==> src/rtl/hscale_pkg.sv <==
package hscale_pkg;

  typedef enum logic [1:0] {
    PD_NONE    = 2'b00,
    PD_HALF    = 2'b01,
    PD_QUARTER = 2'b10
  } predivide_e;

  function automatic logic [15:0] apply_predivide(input logic [15:0] w,
                                                  input logic [1:0]  sel);
    logic [15:0] r;
    case (sel)
      PD_NONE: r = w;
      PD_HALF: r = w >> 1;
      default: r = w >> 2;
    endcase
    return r;
  endfunction

endpackage

==> src/rtl/hscale_divider.sv <==
// Restoring divider, one quotient bit per cycle, result rounded up.
module hscale_divider #(
  parameter int NUM_W = 37,
  parameter int DEN_W = 16
) (
  input  logic             clk,
  input  logic             rst,
  input  logic             start,
  input  logic [NUM_W-1:0] num,
  input  logic [DEN_W-1:0] den,
  output logic             busy,
  output logic             done,
  output logic [NUM_W-1:0] quot_ceil
);
  localparam int CNT_W = $clog2(NUM_W + 1);

  logic [CNT_W-1:0] cnt;
  logic [NUM_W-1:0] num_sh;
  logic [NUM_W-1:0] quot;
  logic [DEN_W-1:0] den_r;
  logic [DEN_W-1:0] rem;
  logic             fin;
  logic [DEN_W:0]   rem_sh;
  logic             take;

  always_comb begin
    rem_sh = {rem, num_sh[NUM_W-1]};
    take   = (rem_sh >= {1'b0, den_r});
  end

  always_ff @(posedge clk) begin
    if (rst) begin
      busy      <= 1'b0;
      fin       <= 1'b0;
      done      <= 1'b0;
      cnt       <= '0;
      num_sh    <= '0;
      quot      <= '0;
      den_r     <= '0;
      rem       <= '0;
      quot_ceil <= '0;
    end else begin
      done <= 1'b0;
      if (start) begin
        busy   <= 1'b1;
        fin    <= 1'b0;
        cnt    <= CNT_W'(NUM_W);
        num_sh <= num;
        den_r  <= den;
        rem    <= '0;
        quot   <= '0;
      end else if (busy) begin
        num_sh <= num_sh << 1;
        quot   <= {quot[NUM_W-2:0], take};
        rem    <= take ? DEN_W'(rem_sh - {1'b0, den_r}) : rem_sh[DEN_W-1:0];
        cnt    <= cnt - 1'b1;
        if (cnt == CNT_W'(1)) begin
          busy <= 1'b0;
          fin  <= 1'b1;
        end
      end else if (fin) begin
        fin       <= 1'b0;
        done      <= 1'b1;
        quot_ceil <= quot + NUM_W'(rem != '0);
      end
    end
  end

  // the partial remainder never reaches the divisor during the iterations
  p_rem_below_den_r1: assert property (@(posedge clk) disable iff (rst)
    busy |-> (rem < den_r));

  // completion pulse only after the iteration phase
  p_done_after_busy_r1: assert property (@(posedge clk) disable iff (rst)
    done |-> !busy);

endmodule

==> src/rtl/hscale_accum.sv <==
// Per-line position accumulator with registered index and phase.
module hscale_accum #(
  parameter int STEP_W = 37,
  parameter int FRAC_W = 21,
  parameter int IDX_W  = 16,
  parameter int PH_W   = 4
) (
  input  logic              clk,
  input  logic              rst,
  input  logic              ready_i,
  input  logic [STEP_W-1:0] step_i,
  input  logic              line_start,
  input  logic              pix_en,
  output logic              out_valid,
  output logic [IDX_W-1:0]  src_idx,
  output logic [PH_W-1:0]   phase
);
  localparam int ACC_W = FRAC_W + IDX_W;

  logic [ACC_W-1:0] acc;
  logic [ACC_W-1:0] acc_cur;

  always_comb acc_cur = line_start ? '0 : acc;

  always_ff @(posedge clk) begin
    if (rst) begin
      acc       <= '0;
      out_valid <= 1'b0;
      src_idx   <= '0;
      phase     <= '0;
    end else if (!ready_i) begin
      acc       <= '0;
      out_valid <= 1'b0;
    end else begin
      out_valid <= pix_en;
      if (pix_en) begin
        src_idx <= acc_cur[FRAC_W +: IDX_W];
        phase   <= acc_cur[FRAC_W-1 -: PH_W];
        acc     <= acc_cur + ACC_W'(step_i);
      end else begin
        acc     <= acc_cur;
      end
    end
  end

  // no output position without a valid step in the cycle before
  p_valid_needs_ready_r6: assert property (@(posedge clk) disable iff (rst)
    out_valid |-> $past(ready_i));

  // a pixel issued with the line strobe lands on sample 0, phase 0
  p_first_pixel_r7: assert property (@(posedge clk) disable iff (rst)
    (ready_i && line_start && pix_en) |=> (src_idx == '0 && phase == '0));

  // an idle cycle yields no output
  p_idle_no_valid_r8: assert property (@(posedge clk) disable iff (rst)
    !pix_en |=> !out_valid);

endmodule

==> src/rtl/hscale_stepgen.sv <==
module hscale_stepgen #(
  parameter int WID_W  = 16,
  parameter int FRAC_W = 21,
  parameter int PH_W   = 4
) (
  input  logic                      clk,
  input  logic                      rst,
  input  logic                      cfg_load,
  input  logic [2*WID_W-1:0]        cfg_widths,
  input  logic [1:0]                div_sel,
  input  logic                      line_start,
  input  logic                      pix_en,
  output logic                      step_ready,
  output logic                      cfg_err,
  output logic [WID_W+FRAC_W-1:0]   step_master,
  output logic [WID_W+FRAC_W-1:0]   step_plane,
  output logic [WID_W+FRAC_W-1:0]   step_aux,
  output logic                      out_valid,
  output logic [WID_W-1:0]          src_idx,
  output logic [PH_W-1:0]           phase
);
  import hscale_pkg::*;

  localparam int STEP_W = WID_W + FRAC_W;

  logic [WID_W-1:0]  src_w;
  logic [WID_W-1:0]  dst_w;
  logic [WID_W-1:0]  eff_src;
  logic              div_start;
  logic [STEP_W-1:0] div_num;
  logic              div_busy;
  logic              div_done;
  logic [STEP_W-1:0] div_q;

  always_comb begin
    src_w     = cfg_widths[WID_W-1:0];
    dst_w     = cfg_widths[2*WID_W-1:WID_W];
    eff_src   = apply_predivide(src_w, div_sel);
    div_num   = {eff_src, {FRAC_W{1'b0}}};
    div_start = cfg_load && (dst_w != '0);
  end

  hscale_divider #(.NUM_W(STEP_W), .DEN_W(WID_W)) div_i (
    .clk       (clk),
    .rst       (rst),
    .start     (div_start),
    .num       (div_num),
    .den       (dst_w),
    .busy      (div_busy),
    .done      (div_done),
    .quot_ceil (div_q)
  );

  always_ff @(posedge clk) begin
    if (rst) begin
      step_ready  <= 1'b0;
      cfg_err     <= 1'b0;
      step_master <= '0;
      step_plane  <= '0;
      step_aux    <= '0;
    end else if (cfg_load) begin
      step_ready <= 1'b0;
      cfg_err    <= (dst_w == '0);
    end else if (div_done && !cfg_err) begin
      step_ready  <= 1'b1;
      step_master <= div_q;
      step_plane  <= div_q >> 2;
      step_aux    <= div_q >> 1;
    end
  end

  hscale_accum #(.STEP_W(STEP_W), .FRAC_W(FRAC_W), .IDX_W(WID_W), .PH_W(PH_W)) acc_i (
    .clk        (clk),
    .rst        (rst),
    .ready_i    (step_ready),
    .step_i     (step_master),
    .line_start (line_start),
    .pix_en     (pix_en),
    .out_valid  (out_valid),
    .src_idx    (src_idx),
    .phase      (phase)
  );

  // an error load never leaves a usable step
  p_err_blocks_ready_r5: assert property (@(posedge clk) disable iff (rst)
    cfg_err |-> !step_ready);

  // a load always withdraws the previous step
  p_load_drops_ready_r6: assert property (@(posedge clk) disable iff (rst)
    cfg_load |=> !step_ready);

  // a published step holds until the next load
  p_step_stable_r1: assert property (@(posedge clk) disable iff (rst)
    (step_ready && $past(step_ready)) |-> $stable(step_master));

  // derived values are never wider than their shift allows
  p_plane_top_clear_r4: assert property (@(posedge clk) disable iff (rst)
    step_ready |-> (step_plane[STEP_W-1 -: 2] == 2'b00 && step_aux[STEP_W-1] == 1'b0));

endmodule

==> config.mk <==
export PLATFORM = sky130hd
export DESIGN_NAME = hscale_stepgen
export DESIGN_NICKNAME = d
export VERILOG_FILES = /design/src/rtl/hscale_pkg.sv /design/src/rtl/hscale_divider.sv /design/src/rtl/hscale_accum.sv /design/src/rtl/hscale_stepgen.sv
export SDC_FILE = /design/constraint.sdc
export NUM_CORES = 1
export LEC_CHECK = 0
export BUFFER_PORTS_ARGS = -buffer_cell sky130_fd_sc_hd__buf_2
export CELL_PAD_IN_SITES_DETAIL_PLACEMENT = 0
export CELL_PAD_IN_SITES_GLOBAL_PLACEMENT = 2
export CORE_ASPECT_RATIO = 1.1
export CORE_MARGIN = 4
export CORE_UTILIZATION = 33
export CTS_CLUSTER_DIAMETER = 50
export DETAILED_ROUTE_END_ITERATION = 7
export PLACE_DENSITY_LB_ADDON = 0.12
export SETUP_SLACK_MARGIN = 0.05
export SLEW_MARGIN = 15
export SYNTH_ARGS = -nofsm -noshare
export SYNTH_HDL_FRONTEND = slang
export SYNTH_SLANG_ARGS = --single-unit
==> constraint.sdc <==
create_clock -name clk -period 7.07 [get_ports clk]
set_input_delay 1.414 -clock clk [delete_from_list [all_inputs] [get_ports clk]]
set_output_delay 1.414 -clock clk [all_outputs]
set_load 0.02 [all_outputs]
; Word-level counts from Yosys, hierarchy flattened
; Index checks and enable logic that the tools add are counted.
[classes]
mux = 12
magnitude_cmp = 1
n_eq_ne = 2
n_addsub = 4
n_reduce_logical = 16
bitwise = 4
[ops]
columns = operator, n
row1 = 37-bit two-way mux, 4
row2 = 37-bit by 1-bit adder with 37-bit output, 1
row3 = 37-bit adder, 1
row4 = 16-bit one-hot mux with 2 select lines, 1
row5 = 16-bit nonzero test, 2
row6 = 17-bit by 16-bit greater-or-equal comparator with 1-bit output, 1
row7 = 16-bit logical NOT, 1
row8 = 16-bit two-way mux, 1
row9 = 16-bit subtractor, 1
row10 = 6-bit two-way mux, 2
row11 = "6-bit by 1-bit == test with 1-bit output, second input constant", 1
row12 = 2-bit OR reduction, 3
row13 = 3-bit OR reduction, 2
row14 = "6-bit by 1-bit subtractor with 6-bit output, second input constant", 1
row15 = 1-bit two-way mux, 4
row16 = 1-bit inverter, 4
row17 = 2-bit AND reduction, 2
row18 = 3-bit AND reduction, 1
row19 = "2-bit by 1-bit == test with 1-bit output, second input constant", 1
row20 = 1-bit logical AND, 2
row21 = 2-bit logical NOT, 1
row22 = 2-bit nonzero test, 1
row23 = 1-bit logical NOT, 1
[totals]
elab_cells = 58
regBits = 299

; Logic depth before layout (Yosys ltp)
; Gate-level depths: netlist of the first run.
[depth]
word_depth = 4
ltp_mapped = 12
mapped_depth_nobuf = 11

; By module
; From an unflattened synthesis of the first run, not the netlist that was laid out.
[unflattened]
hier_cells = 1632
area_unflattened_um2 = 13663.1
[modules_own_cells]
columns = module, cells_per_inst, n_inst, area_per_inst_um2, seq_area_each_um2
row1 = hscale_divider, 863, 1, 7320.8, 3042.9
row2 = hscale_accum, 512, 1, 4053.9, 1161.1
row3 = hscale_stepgen, 257, 1, 2288.4, 780.7

; Worst setup path after synthesis of the first run
; Ideal clock, no wire load.
[synth_path]
path_kind = input -> register
from = in line_start
to = reg acc_i.acc[20]
slack_ns = 3.119
required_ns = 6.941
t_arrival_ns = 3.822
path_stages = 12
path_buffers = 1
setup_ns = 0.129
cell_sequence = clkbuf_1 > nor2b_1 > ha_1 > fa_1 > a211oi_1 > o21ai_0 > nand4b_1 > and2_1 > o21ai_0 > or3b_2 > xnor2_1 > o21ai_0
[synth_between]
elab_chain_cells = 3
[synth_lines]
columns = item, line
row1 = "start, declared", hscale_stepgen.sv:11  ; input logic line_start,
row2 = 37-bit two-way mux (*), hscale_accum.sv:23  ; always_comb acc_cur = line_start ? '0 : acc;
row3 = 37-bit adder, hscale_accum.sv:39  ; acc <= acc_cur + ACC_W'(step_i);
row4 = 37-bit two-way mux (*), hscale_accum.sv:36  ; if (pix_en) begin
row5 = "end signal, assigned", hscale_accum.sv:39
row6 = "end signal, assigned", hscale_accum.sv:41  ; acc <= acc_cur;
row7 = "end, declared", hscale_accum.sv:20  ; logic [ACC_W-1:0] acc;
; Every way passes the cells marked *; elsewhere a longest branch is shown, timed or not.
; A chain may end at the register's enable or synchronous reset.

; Worst setup path in the final report of the first run
[layout_path]
from = in line_start
to = reg acc_i.acc[36]
; Same word-level chain as after synthesis.

==> results by group, run 1 <==
Power and ir drop
  – Clk pwr share: a little over half
  – Comb pwr share: between 8 and 9%
  – Peak VDD IR: 0.175 mV
  – Cell Int Power: about 2.6 mW
  – Pwr/cell area: roughly 240 nW/um^2
  – Switching Power: about 0.85 mW
  – Sw Share: 24.4%
  – Register share of total power: a little under two fifths
  – LEAKAGE: 5.98 nW

Placement
  – Placed Instances: around 2100
  – Port bufs: between 150 and 200
  – Gpl congestion: slightly above 0.8
  – Hpwl dp: 25100 um

Clock tree
  – CTS tree: done
  – Num CTS Buffers: 35
  – Clk_lat worst skew: 530 ps
  – CTS hold repair buffers: 0
  – Clock Tree Buf Depth: 3
  – Post-CTS Setup Bufs: 0
  – Worst-path clk slew: 50 ps
  – Max H-tree Level: 2
  – CTS root buf: clkbuf_16
  – CTS Sinks: approximately 230
  – Post-CTS resize count: 0

Global route
  – Initial antenna violation count: 0
  – Total Routing Usage GR: around 16%
  – M3 GR Usage: between 2 and 3%
  – First-pass GRT wire length: around 57000 um
  – Largest net degree at the start of global routing: 86
  – Final global-route overflow total: 0
  – Vias in the first global route: 10600
  – GRT met1 Usage: a little over a fifth
  – Met2 Track Usage GR: between 20% and 30%
  – Most Used Layer, Global Route: met2

STA
  – Sum of negative setup slack: 0 ps
  – Relative slew margins: approximately a third
  – Fin Clk Skew: around 26 ps
  – Worst-Margin Slew: roughly 980 ps
  – Crit share post-route: 62.5%
  – Final hold violations: 0
  – Min cycle time layout: 4420 ps
  – Final Max Slew Viols: 0
  – Final setup viols: 0
  – RSZ-0062 raised after global routing: no
  – Max Clk Rate: about 0.23 GHz

Floorplan
  – Total Die Area: 42300 um^2
  – Die height: between 200 and 250 um
  – Initial Util: about a third
  – Die Wd: roughly 200 um
  – # rows: 75
  – Core footprint: around 38000 um^2
  – IO Count: between 150 and 200

Critical path
  – Crit-path max cell delay: between 600 and 700 ps
  – Critical Path Fanout Max: 37
  – CP max stage cell: buf_2
  – Crit path top cell by count: a211oi_1
  – CP endpoint kind: register
  – Reg2reg setup slack: between 3000 and 4000 ps
  – Crit-path cells: buf_2 -> nor2b_1 -> ha_1 -> o21ai_0 -> a211oi_1 -> o21ai_0 -> a211oi_1 -> nor2_1 -> o221a_2 -> a211oi_1 -> mux2i_1
  – End of the worst register-to-register path: acc_i.acc[36]
  – Critical Path RT: around 7500 ps
  – CP arrival: 4880 ps
  – Worst r2r path cells: 11
  – CP Buf/Inv Count: 1
  – Delay-heaviest family, CP: compound AO/OA/AOI/OAI gates
  – Crit Path Class: input pin to register
  – Reg2reg start: acc_i.acc[0]
  – Crit start category: input pin

Finish
  – Core Util, Final: about two fifths
  – Commonest cells after routing, fill and taps aside: nand2_1 (229), dfxtp_1 (227), buf_2 (168)
  – Synth-to-Final Area Change: 14.7%
  – Antenna Cells: 0
  – Commonest non-fill, non-tap cell in the layout: nand2_1
  – Final Net Count: around 1800
  – Non-filler cells, final: around 2200
  – Share of cells above drive strength 1: between 10% and 20%

Synthesis
  – Number of flops mapped to enable cells by yosys: 0
  – Ys async rst share: 0%
  – Synth Area in Simple Gates: between 20% and 30%
  – Synth unique cells: a little over 70
  – Adder-cell share of the synthesized area: about 5.8%
  – Seq/Total Area, Yosys: 35.4%
  – Post-Synth XOR/XNOR Area: between 4 and 5%
  – Compound-gate portion of the synthesized area: 18.3%
  – Multiplexer share of the synthesized area: 6.46%
  – Largest family of logic cells by synthesized area: simple AND/OR/NAND/NOR gates
  – Synth Warn #: 0
  – Mapped cell area: 12900 um^2
  – Ys flop type: dfxtp_1
  – #FFs+latches synth: 228
  – Syn avg cell area: between 7 and 8 um^2
  – Mapped Cells: ~1600

Routing
  – Initial DRT Pass Iterations: 5
  – Vias per Instance: 5.04
  – Initial DRC count: 380
  – Wire per inst: 16.2 um
  – Routed WL: approximately 35000 um
  – ANT nets after route: 0
  – Vias: approximately 11000
  – DRC errors left: 0

Min path
  – Hold Crit Class: register to register
  – Worst Hold End: step_master[30]
  – Hold wc startpoint: div_i.quot_ceil[30]
  – Hold Crit Depth: 2

Status
  – Outcome: complete, no violations

Run
  – Total of max-cap violations: 0
stage by stage:
stage / area [um^2] / worst slack [ps] / power [mW] / hold slack [ps]
final: 14800 / 2650 / 3.48 / 445
after global routing: 14800 / 2310 / 3.64 / 466
after CTS: 14800 / 2700 / 3.55 / 452
after detailed placement: 13500 / 2140 / 1.65 / 444
after global placement: 13500 / 2190 / 1.65 / 439
after floorplan: 12900 / 3120 / 1.58 / 431
cell usage after synthesis, types with 3 or more instances:
cell	number	share of area (%)
nand2_1	229	6.7
dfxtp_1	228	35
nor2_1	148	4.3
a21oi_1	137	5.3
mux2i_1	82	6.4
clkbuf_1	81	2.4
buf_4	75	4.4
a211oi_1	63	3.7
o21ai_0	62	2.4
ha_1	56	5.4
nor2b_1	49	2.4
nand3_1	41	1.6
inv_1	39	1.1
xor2_1	34	2.3
xnor2_1	33	2.2
nand4_1	20	0.97
a21o_1	19	1.1
nor3_1	16	0.62
a31oi_1	15	0.73
and3_1	15	0.73
a311oi_1	14	0.95
o211ai_1	14	0.82
nand2b_1	13	0.63
and2_1	12	0.58
buf_1	11	0.32
nor4_1	11	0.53
or3_1	11	0.53
o21a_1	9	0.52
and4_1	4	0.27
buf_2	4	0.16
o21bai_1	4	0.23
o31ai_1	4	0.23
a211o_1	3	0.20
a22o_1	3	0.20
nor3b_1	3	0.17
o21ai_1	3	0.12
o22ai_1	3	0.15
o31a_1	3	0.20
or2_2	3	0.15
sequential cells by signal, indices dropped and copies added, names as in the netlist:
name,flops
div_i.cnt,6
div_i.fin,1
div_i.quot,37
div_i.done,1
acc_i.src_idx,16
step_master,37
step_ready,1
div_i.den_r,16
cfg_err,1
acc_i.out_valid,1
div_i.rem,16
acc_i.phase,4
div_i.num_sh,16
div_i.busy,1
acc_i.acc,37
div_i.quot_ceil,37
worst min-delay path: stages (launching register included):
cell and delay (ps):
dfxtp_1 300, nand2_1 60, a21oi_1 50
how the worst max path moves through the flow:
stage	start	end	slack [ps]	depth (start not counted)
final	line_start	acc_i.acc[36]	2650	11
after global routing	line_start	acc_i.acc[36]	2310	11
after CTS	line_start	acc_i.acc[36]	2700	11
after detailed placement	line_start	acc_i.acc[36]	2140	11
after global placement	line_start	acc_i.acc[36]	2190	11
after floorplan	line_start	acc_i.acc[20]	3120	12
logic make-up after synthesis:
family                     count (synthesis)
and+or+nand+nor                          587
AOI/OAI and AO/OA                        375
DFF                                      228
buffers and inverters                    211
muxes                                     83
xor gates and xnor gates                  67
adders and majority gates                 58
other                                      1
per-layer routing:
layer	part of all wire [%]	wire (um)
met5	0	0
met2	47	16600
met3	4.2	1480
met1	47	16500
met4	2.0	713
power groups by stage:
stage,Clock [mW],Sequential (mW),Combinational [mW]
2_1_floorplan,0,1.34,0.231
3_3_place_gp,0,1.35,0.295
3_5_place_dp,0,1.35,0.296
4_1_cts,1.93,1.32,0.297
5_1_grt,1.98,1.33,0.328
6_report,1.86,1.33,0.293
layout make-up:
type                    count  area (um^2)
clock buffers              43          977
clock inverters            20          299
fillers                  4127        23600
inverters                  39          146
multi-input cells        1173         7250
flip-flops and latches    228         4570
well taps                 500          626
repair buffers            177          908
No activity file was read; power rests on OpenSTA's default activity.
==> run 2, diff against run 1 <==
Clock period 7.07 ns to 4.3 ns, I/O delays scaled along.
==> run 2 against run 1 <==
Effect of this change:
- largest cell class unchanged
- cell area shrank 0.10%
- register-to-register slack lost 2500 ps
- largest power group unchanged
- worst hold slack lost 2.3 ps
- combinational power grew 60%
- cell count grew 0.32%
- utilization is essentially flat
==> results by group, run 2 (same netlist as run 1, synthesis figures left out) <==
Placement
  – Placed Instances: 2125 (was 2117)
  – Hpwl dp: 25200 um (was 25100 um)
  – Gpl congestion: 0.825 (was 0.826)
  – Dpl ws: 253 ps (was 2140 ps)
  – Port bufs: 169 (unchanged)

Floorplan
  – Initial Util: 33.6% (unchanged)
  – Die Wd: 196 um (unchanged)
  – IO Count: 173 (unchanged)
  – Core footprint: 38400 um^2 (unchanged)
  – Die height: 215 um (unchanged)
  – Total Die Area: 42300 um^2 (unchanged)
  – # rows: 75 (unchanged)

Routing
  – Initial DRC count: 346 (was 380)
  – Wire per inst: 16.0 um (was 16.2 um)
  – DRC errors left: 0 (unchanged)
  – ANT nets after route: 0 (unchanged)
  – Vias: 10800 (was 11000)
  – Initial DRT Pass Iterations: 4 (was 5)
  – Routed WL: 35000 um (was 35300 um)
  – Vias per Instance: 4.95 (was 5.04)

STA
  – Max Clk Rate: 0.291 GHz
  – Final worst setup slack: 862 ps (was 2650 ps)
  – Worst-Margin Slew: 824 ps (was 978 ps)
  – Sum of negative setup slack: 0 ps (unchanged)
  – Final setup viols: 0 (unchanged)
  – Fin Clk Skew: 14.8 ps (was 25.9 ps)
  – Relative slew margins: 45.1% (was 34.8%)
  – Final Max Slew Viols: 0 (unchanged)
  – Crit share post-route: about 80%
  – Final hold violations: 0 (unchanged)
  – Min cycle time layout: 3440 ps
  – RSZ-0062 raised after global routing: no (unchanged)

Critical path
  – Crit Path Class: input pin to register (unchanged)
  – Critical Path Fanout Max: 20 (was 37)
  – CP endpoint kind: register (unchanged)
  – Delay-heaviest family, CP: compound AO/OA/AOI/OAI gates (unchanged)
  – Crit-path cells: buf_2 -> nor2b_1 -> ha_1 -> fa_1 -> a211oi_1 -> o21ai_0 -> nand4b_1 -> a211oi_1 -> nor3_1 -> o211ai_1 -> xnor2_1 -> o21ai_0 (was buf_2 -> nor2b_1 -> ha_1 -> o21ai_0 -> a211oi_1 -> o21ai_0 -> a211oi_1 -> nor2_1 -> o221a_2 -> a211oi_1 -> mux2i_1)
  – CP Buf/Inv Count: 1 (unchanged)
  – CP arrival: 3820 ps (was 4880 ps)
  – CP max stage cell: fa_1 (was buf_2)
  – Critical Path RT: 4680 ps (was 7530 ps)
  – Crit-path max cell delay: 420 ps (was 620 ps)
  – Crit start category: input pin (unchanged)

Clock tree
  – CTS hold repair buffers: 0 (unchanged)
  – Post-CTS resize count: 0 (unchanged)
  – Post-CTS Setup Bufs: 0 (unchanged)
  – CTS root buf: clkbuf_16 (unchanged)
  – CTS Sinks: 228 (unchanged)
  – Clk_lat worst skew: 520 ps (was 530 ps)
  – Worst-path clk slew: 60 ps (was 50 ps)
  – Max H-tree Level: 2 (unchanged)
  – Num CTS Buffers: 35 (unchanged)
  – Clock Tree Buf Depth: 3 (unchanged)
  – CTS tree: done (unchanged)

Finish
  – Final Net Count: 1759 (was 1751)
  – Synth-to-Final Area Change: 14.6% (was 14.7%)
  – Share of cells above drive strength 1: 15.4% (was 15.2%)
  – Commonest cells after routing, fill and taps aside: nand2_1 (229), dfxtp_1 (227), buf_2 (168) (unchanged)
  – Antenna Cells: 0 (unchanged)
  – Non-filler cells, final: 2187 (was 2180)
  – Commonest non-fill, non-tap cell in the layout: nand2_1 (unchanged)

Global route
  – Initial antenna violation count: 0 (unchanged)
  – Final global-route overflow total: 0 (unchanged)
  – First-pass GRT wire length: 57100 um (was 57000 um)
  – Largest net degree at the start of global routing: 74 (was 86)
  – Vias in the first global route: 10700 (was 10600)
  – Total Routing Usage GR: 16.2% (about the same)

Power and ir drop
  – LEAKAGE: 6.01 nW (was 5.98 nW)
  – Peak VDD IR: 0.267 mV (was 0.175 mV)
  – Tot Pwr: 5.56 mW (was 3.48 mW)
  – Pwr/cell area: 376 nW/um^2 (was 236 nW/um^2)

Min path
  – Hold Crit Class: register to register (unchanged)

Run
  – Total of max-cap violations: 0 (unchanged)

Status
  – Outcome: complete, no violations (unchanged)
==> run 2: cell count changes in the layout (fill, tap and decap cells not counted), sizes merged <==
cell and change:
buf +8, clkbuf +2, clkinvlp -5, inv +5, bufinv -3
==> run 2: metal layers <==
layer  part of all wire (%)  track usage (%)  wire, um  vias to the layer above
met4                    1.7             3.70       606                        0
met5                      0                0         0                        -
met3                    4.3             2.90      1510                       44
li1                       -                -         -                     5679
met1                     46             21.0     16100                     4944
met2                     48             28.1     16700                      159
==> run 2: final timing paths <==
kind / cells after the start / endpoint / start / slack [ps]
max: 12 / acc_i.acc[30] / line_start / 860
min: 2 / step_master[30] / div_i.quot_ceil[30] / 440
max reg2reg: 11 / acc_i.acc[30] / acc_i.acc[0] / 1270
min reg2reg: 2 / step_master[30] / div_i.quot_ceil[30] / 440
==> run 2: through the flow <==
stage / util (%) / hold slack [ps] / cell area [um^2]
2_1_floorplan: - / 431 / 12900
3_3_place_gp: 35.3 / 442 / 13600
3_5_place_dp: 35.3 / 444 / 13600
4_1_cts: 38.5 / 447 / 14800
5_1_grt: 38.5 / 465 / 14800
6_report: 38.5 / 443 / 14800
==> run 2: area by class of cell <==
class,instances,area [um^2]
fill,4110,23600
timing repair buffer,185,981
sequential,228,4570
tap,500,626
clock buffer,45,996
clock inverter,17,200
inverter,39,146
multi-input combinational,1173,7240
==> run 2: where the power goes <==
part,switching [mW],internal [mW]
clock,1.06,1.84
combinational,0.283,0.185
sequential,0.0393,2.15
==> run 2: worst min-delay path, stage by stage, from the launching register on <==
cell and delay, ps:
dfxtp_1 300, nand2_1 50, a21oi_1 50
==> run 3, diff against run 2 <==
Clock period 4.3 ns to 3.2 ns, I/O delays scaled along.
==> run 3 against run 2 <==
Effect of this change:
- power is 41% higher
- clock skew is 3.0 ps higher
- combinational power is 38% higher
- critical path type is now register to register
==> results by group, run 3 (same netlist as run 1, synthesis figures left out) <==
Critical path
  – Crit-path max cell delay: 390 ps (was 420 ps)
  – CP max stage cell: fa_1 (unchanged)
  – CP endpoint kind: register (unchanged)
  – Reg2reg start: acc_i.acc[0] (unchanged)
  – Critical Path RT: 3600 ps (was 4680 ps)
  – Crit start category: register (was input pin)
  – CP arrival: 3340 ps (was 3820 ps)
  – End of the worst register-to-register path: acc_i.acc[34] (was acc_i.acc[30])
  – CP endpoint: acc_i.acc[34] (was acc_i.acc[30])
  – Worst r2r path cells: 13 (was 11)
  – Reg2reg setup slack: 260 ps (was 1270 ps)
  – Start point of the critical path: acc_i.acc[0] (was line_start)
  – Crit-path cells: nor2b_1 -> ha_1 -> fa_1 -> a211oi_1 -> o21ai_0 -> nand4b_1 -> a211oi_1 -> buf_4 -> nor4_1 -> buf_4 -> o31ai_1 -> xnor2_1 -> a21oi_1 (was buf_2 -> nor2b_1 -> ha_1 -> fa_1 -> a211oi_1 -> o21ai_0 -> nand4b_1 -> a211oi_1 -> nor3_1 -> o211ai_1 -> xnor2_1 -> o21ai_0)
  – Crit Path Class: register to register (was input pin to register)
  – Critical Path Fanout Max: 5 (was 20)

STA
  – Min Hold Slack: 357 ps (was 443 ps)
  – Final setup viols: 0 (unchanged)
  – Final Max Slew Viols: 0 (unchanged)
  – Fin Clk Skew: 17.9 ps (was 14.8 ps)
  – RSZ-0062 raised after global routing: no (unchanged)
  – Max Clk Rate: between 0.3 and 0.4 GHz
  – Relative slew margins: 44.1% (was 45.1%)
  – Final hold violations: 0 (unchanged)
  – Crit share post-route: between 90% and 100%
  – Worst-Margin Slew: 838 ps (was 824 ps)
  – Min cycle time layout: between 2000 and 3000 ps

Routing
  – Top Layer Used: met4 (unchanged)
  – Metal3 WL: 1400 um (was 1510 um)
  – Vias: 11400 (was 10800)
  – Vias per Instance: 4.92 (was 4.95)
  – Met1 WL: 17100 um (was 16100 um)
  – WL met2: 17100 um (was 16700 um)
  – Routed WL: 36400 um (was 35000 um)
  – Wire per inst: 15.7 um (was 16.0 um)
  – Initial DRT Pass Iterations: 7 (was 4)
  – ANT nets after route: 0 (unchanged)
  – Initial DRC count: 560 (was 346)
  – DRC errors left: 0 (unchanged)

Global route
  – Largest net degree at the start of global routing: 75 (was 74)
  – Vias in the first global route: 11000 (was 10700)
  – Initial antenna violation count: 0 (unchanged)
  – Final global-route overflow total: 0 (unchanged)
  – Total Routing Usage GR: 16.8% (was 16.2%)
  – First-pass GRT wire length: 59000 um (was 57100 um)

Clock tree
  – CTS hold repair buffers: 0 (unchanged)
  – Clock Tree Buf Depth: 3 (unchanged)
  – CTS tree: done (unchanged)
  – Worst-path clk slew: 50 ps (was 60 ps)
  – Max H-tree Level: 2 (unchanged)
  – CTS root buf: clkbuf_16 (unchanged)
  – Clk_lat worst skew: 540 ps (was 520 ps)
  – CTS Sinks: 228 (unchanged)
  – Num CTS Buffers: 38 (was 35)

Placement
  – Port bufs: 169 (unchanged)
  – DP Area: 14500 um^2 (was 13600 um^2)
  – Hpwl dp: 26800 um (was 25200 um)
  – Placed Instances: 2247 (was 2125)
  – Gpl congestion: 0.843 (was 0.825)

Floorplan
  – Initial Util: 33.6% (unchanged)
  – IO Count: 173 (unchanged)
  – Total Die Area: 42300 um^2 (unchanged)
  – Core footprint: 38400 um^2 (unchanged)
  – Die Wd: 196 um (unchanged)
  – # rows: 75 (unchanged)
  – Die height: 215 um (unchanged)

Finish
  – Area of the multi-input gates: 7240 um^2 (unchanged)
  – Synth-to-Final Area Change: 22.9% (was 14.6%)
  – Antenna Cells: 0 (unchanged)
  – Commonest cells after routing, fill and taps aside: nand2_1 (229), dfxtp_1 (227), buf_2 (168) (unchanged)
  – Commonest non-fill, non-tap cell in the layout: nand2_1 (unchanged)
  – Share of cells above drive strength 1: 21.5% (was 15.4%)
  – # fillers: 4022 (was 4110)
  – Non-filler cells, final: 2315 (was 2187)
  – Fin area: 15800 um^2 (was 14800 um^2)
  – Register area: 4570 um^2 (unchanged)
  – Final Net Count: 1884 (was 1759)

Power and ir drop
  – LEAKAGE: 6.71 nW (was 6.01 nW)
  – Pwr/cell area: 495 nW/um^2 (was 376 nW/um^2)
  – Tot Pwr: 7.84 mW (was 5.56 mW)
  – Peak VDD IR: 0.395 mV (was 0.267 mV)

Run
  – Total of max-cap violations: 0 (unchanged)

Min path
  – Hold Crit Depth: 3 (was 2)
  – Hold Crit Class: input pin to register (was register to register)

Status
  – Outcome: complete, no violations (unchanged)
run 3: timing repair:
| action | CTS | global route |
|---|---|---|
| setup buffers | 0 | 0 |
| resized for setup | 0 | 1 |
| endpoints found under the setup margin | 0 | 2 |
run 3: power breakdown:
group / internal [mW] / switching (mW)
logic: 0.263 / 0.385
clock network: 2.79 / 1.46
registers: 2.89 / 0.0536
run 3: worst max-delay path: cells and delay by family, from the launching register on:
kind                       cells  cell delay [ps]
adders and majority gates      2              590
and+or+nand+nor                3              680
buffers and inverters          2              330
AOI/OAI and AO/OA              5              750
DFF                            1              290
xor gates and xnor gates       1              160
run 3: worst min path at each step:
stage,startpoint,to,slack [ps]
finish,cfg_widths[31],div_i.den_r[15],360
global placement,acc_i.src_idx[7],acc_i.src_idx[7],440
floorplan,div_i.quot_ceil[0],step_master[0],430
detailed placement,div_i.quot_ceil[20],step_master[20],440
global route,cfg_widths[27],div_i.den_r[11],350
CTS,cfg_widths[31],div_i.den_r[15],330
run 3: cell type report:
cell class | count | share of cell area, %
inverter | 39 | 0.925
sequential | 228 | 28.9
clock inverter | 21 | 1.72
clock buffer | 47 | 6.73
timing repair buffer | 307 | 12.1
tap | 500 | 3.95
multi-input combinational | 1173 | 45.8
run 3: metrics by stage:
step                util (%)  worst slack [ps]  setup TNS, ps
global route            41.2              55.5              0
global placement        37.8              -180          -2020
finish                  41.2               264              0
floorplan                  -               142              0
detailed placement      37.8              -245          -2320
CTS                     41.2               230              0
run 3: routing by layer:
metal	track usage, %	up-vias
met3	2.76	51
met5	0	-
met1	22.2	5212
met2	28.2	195
met4	4.89	0
li1	-	5926
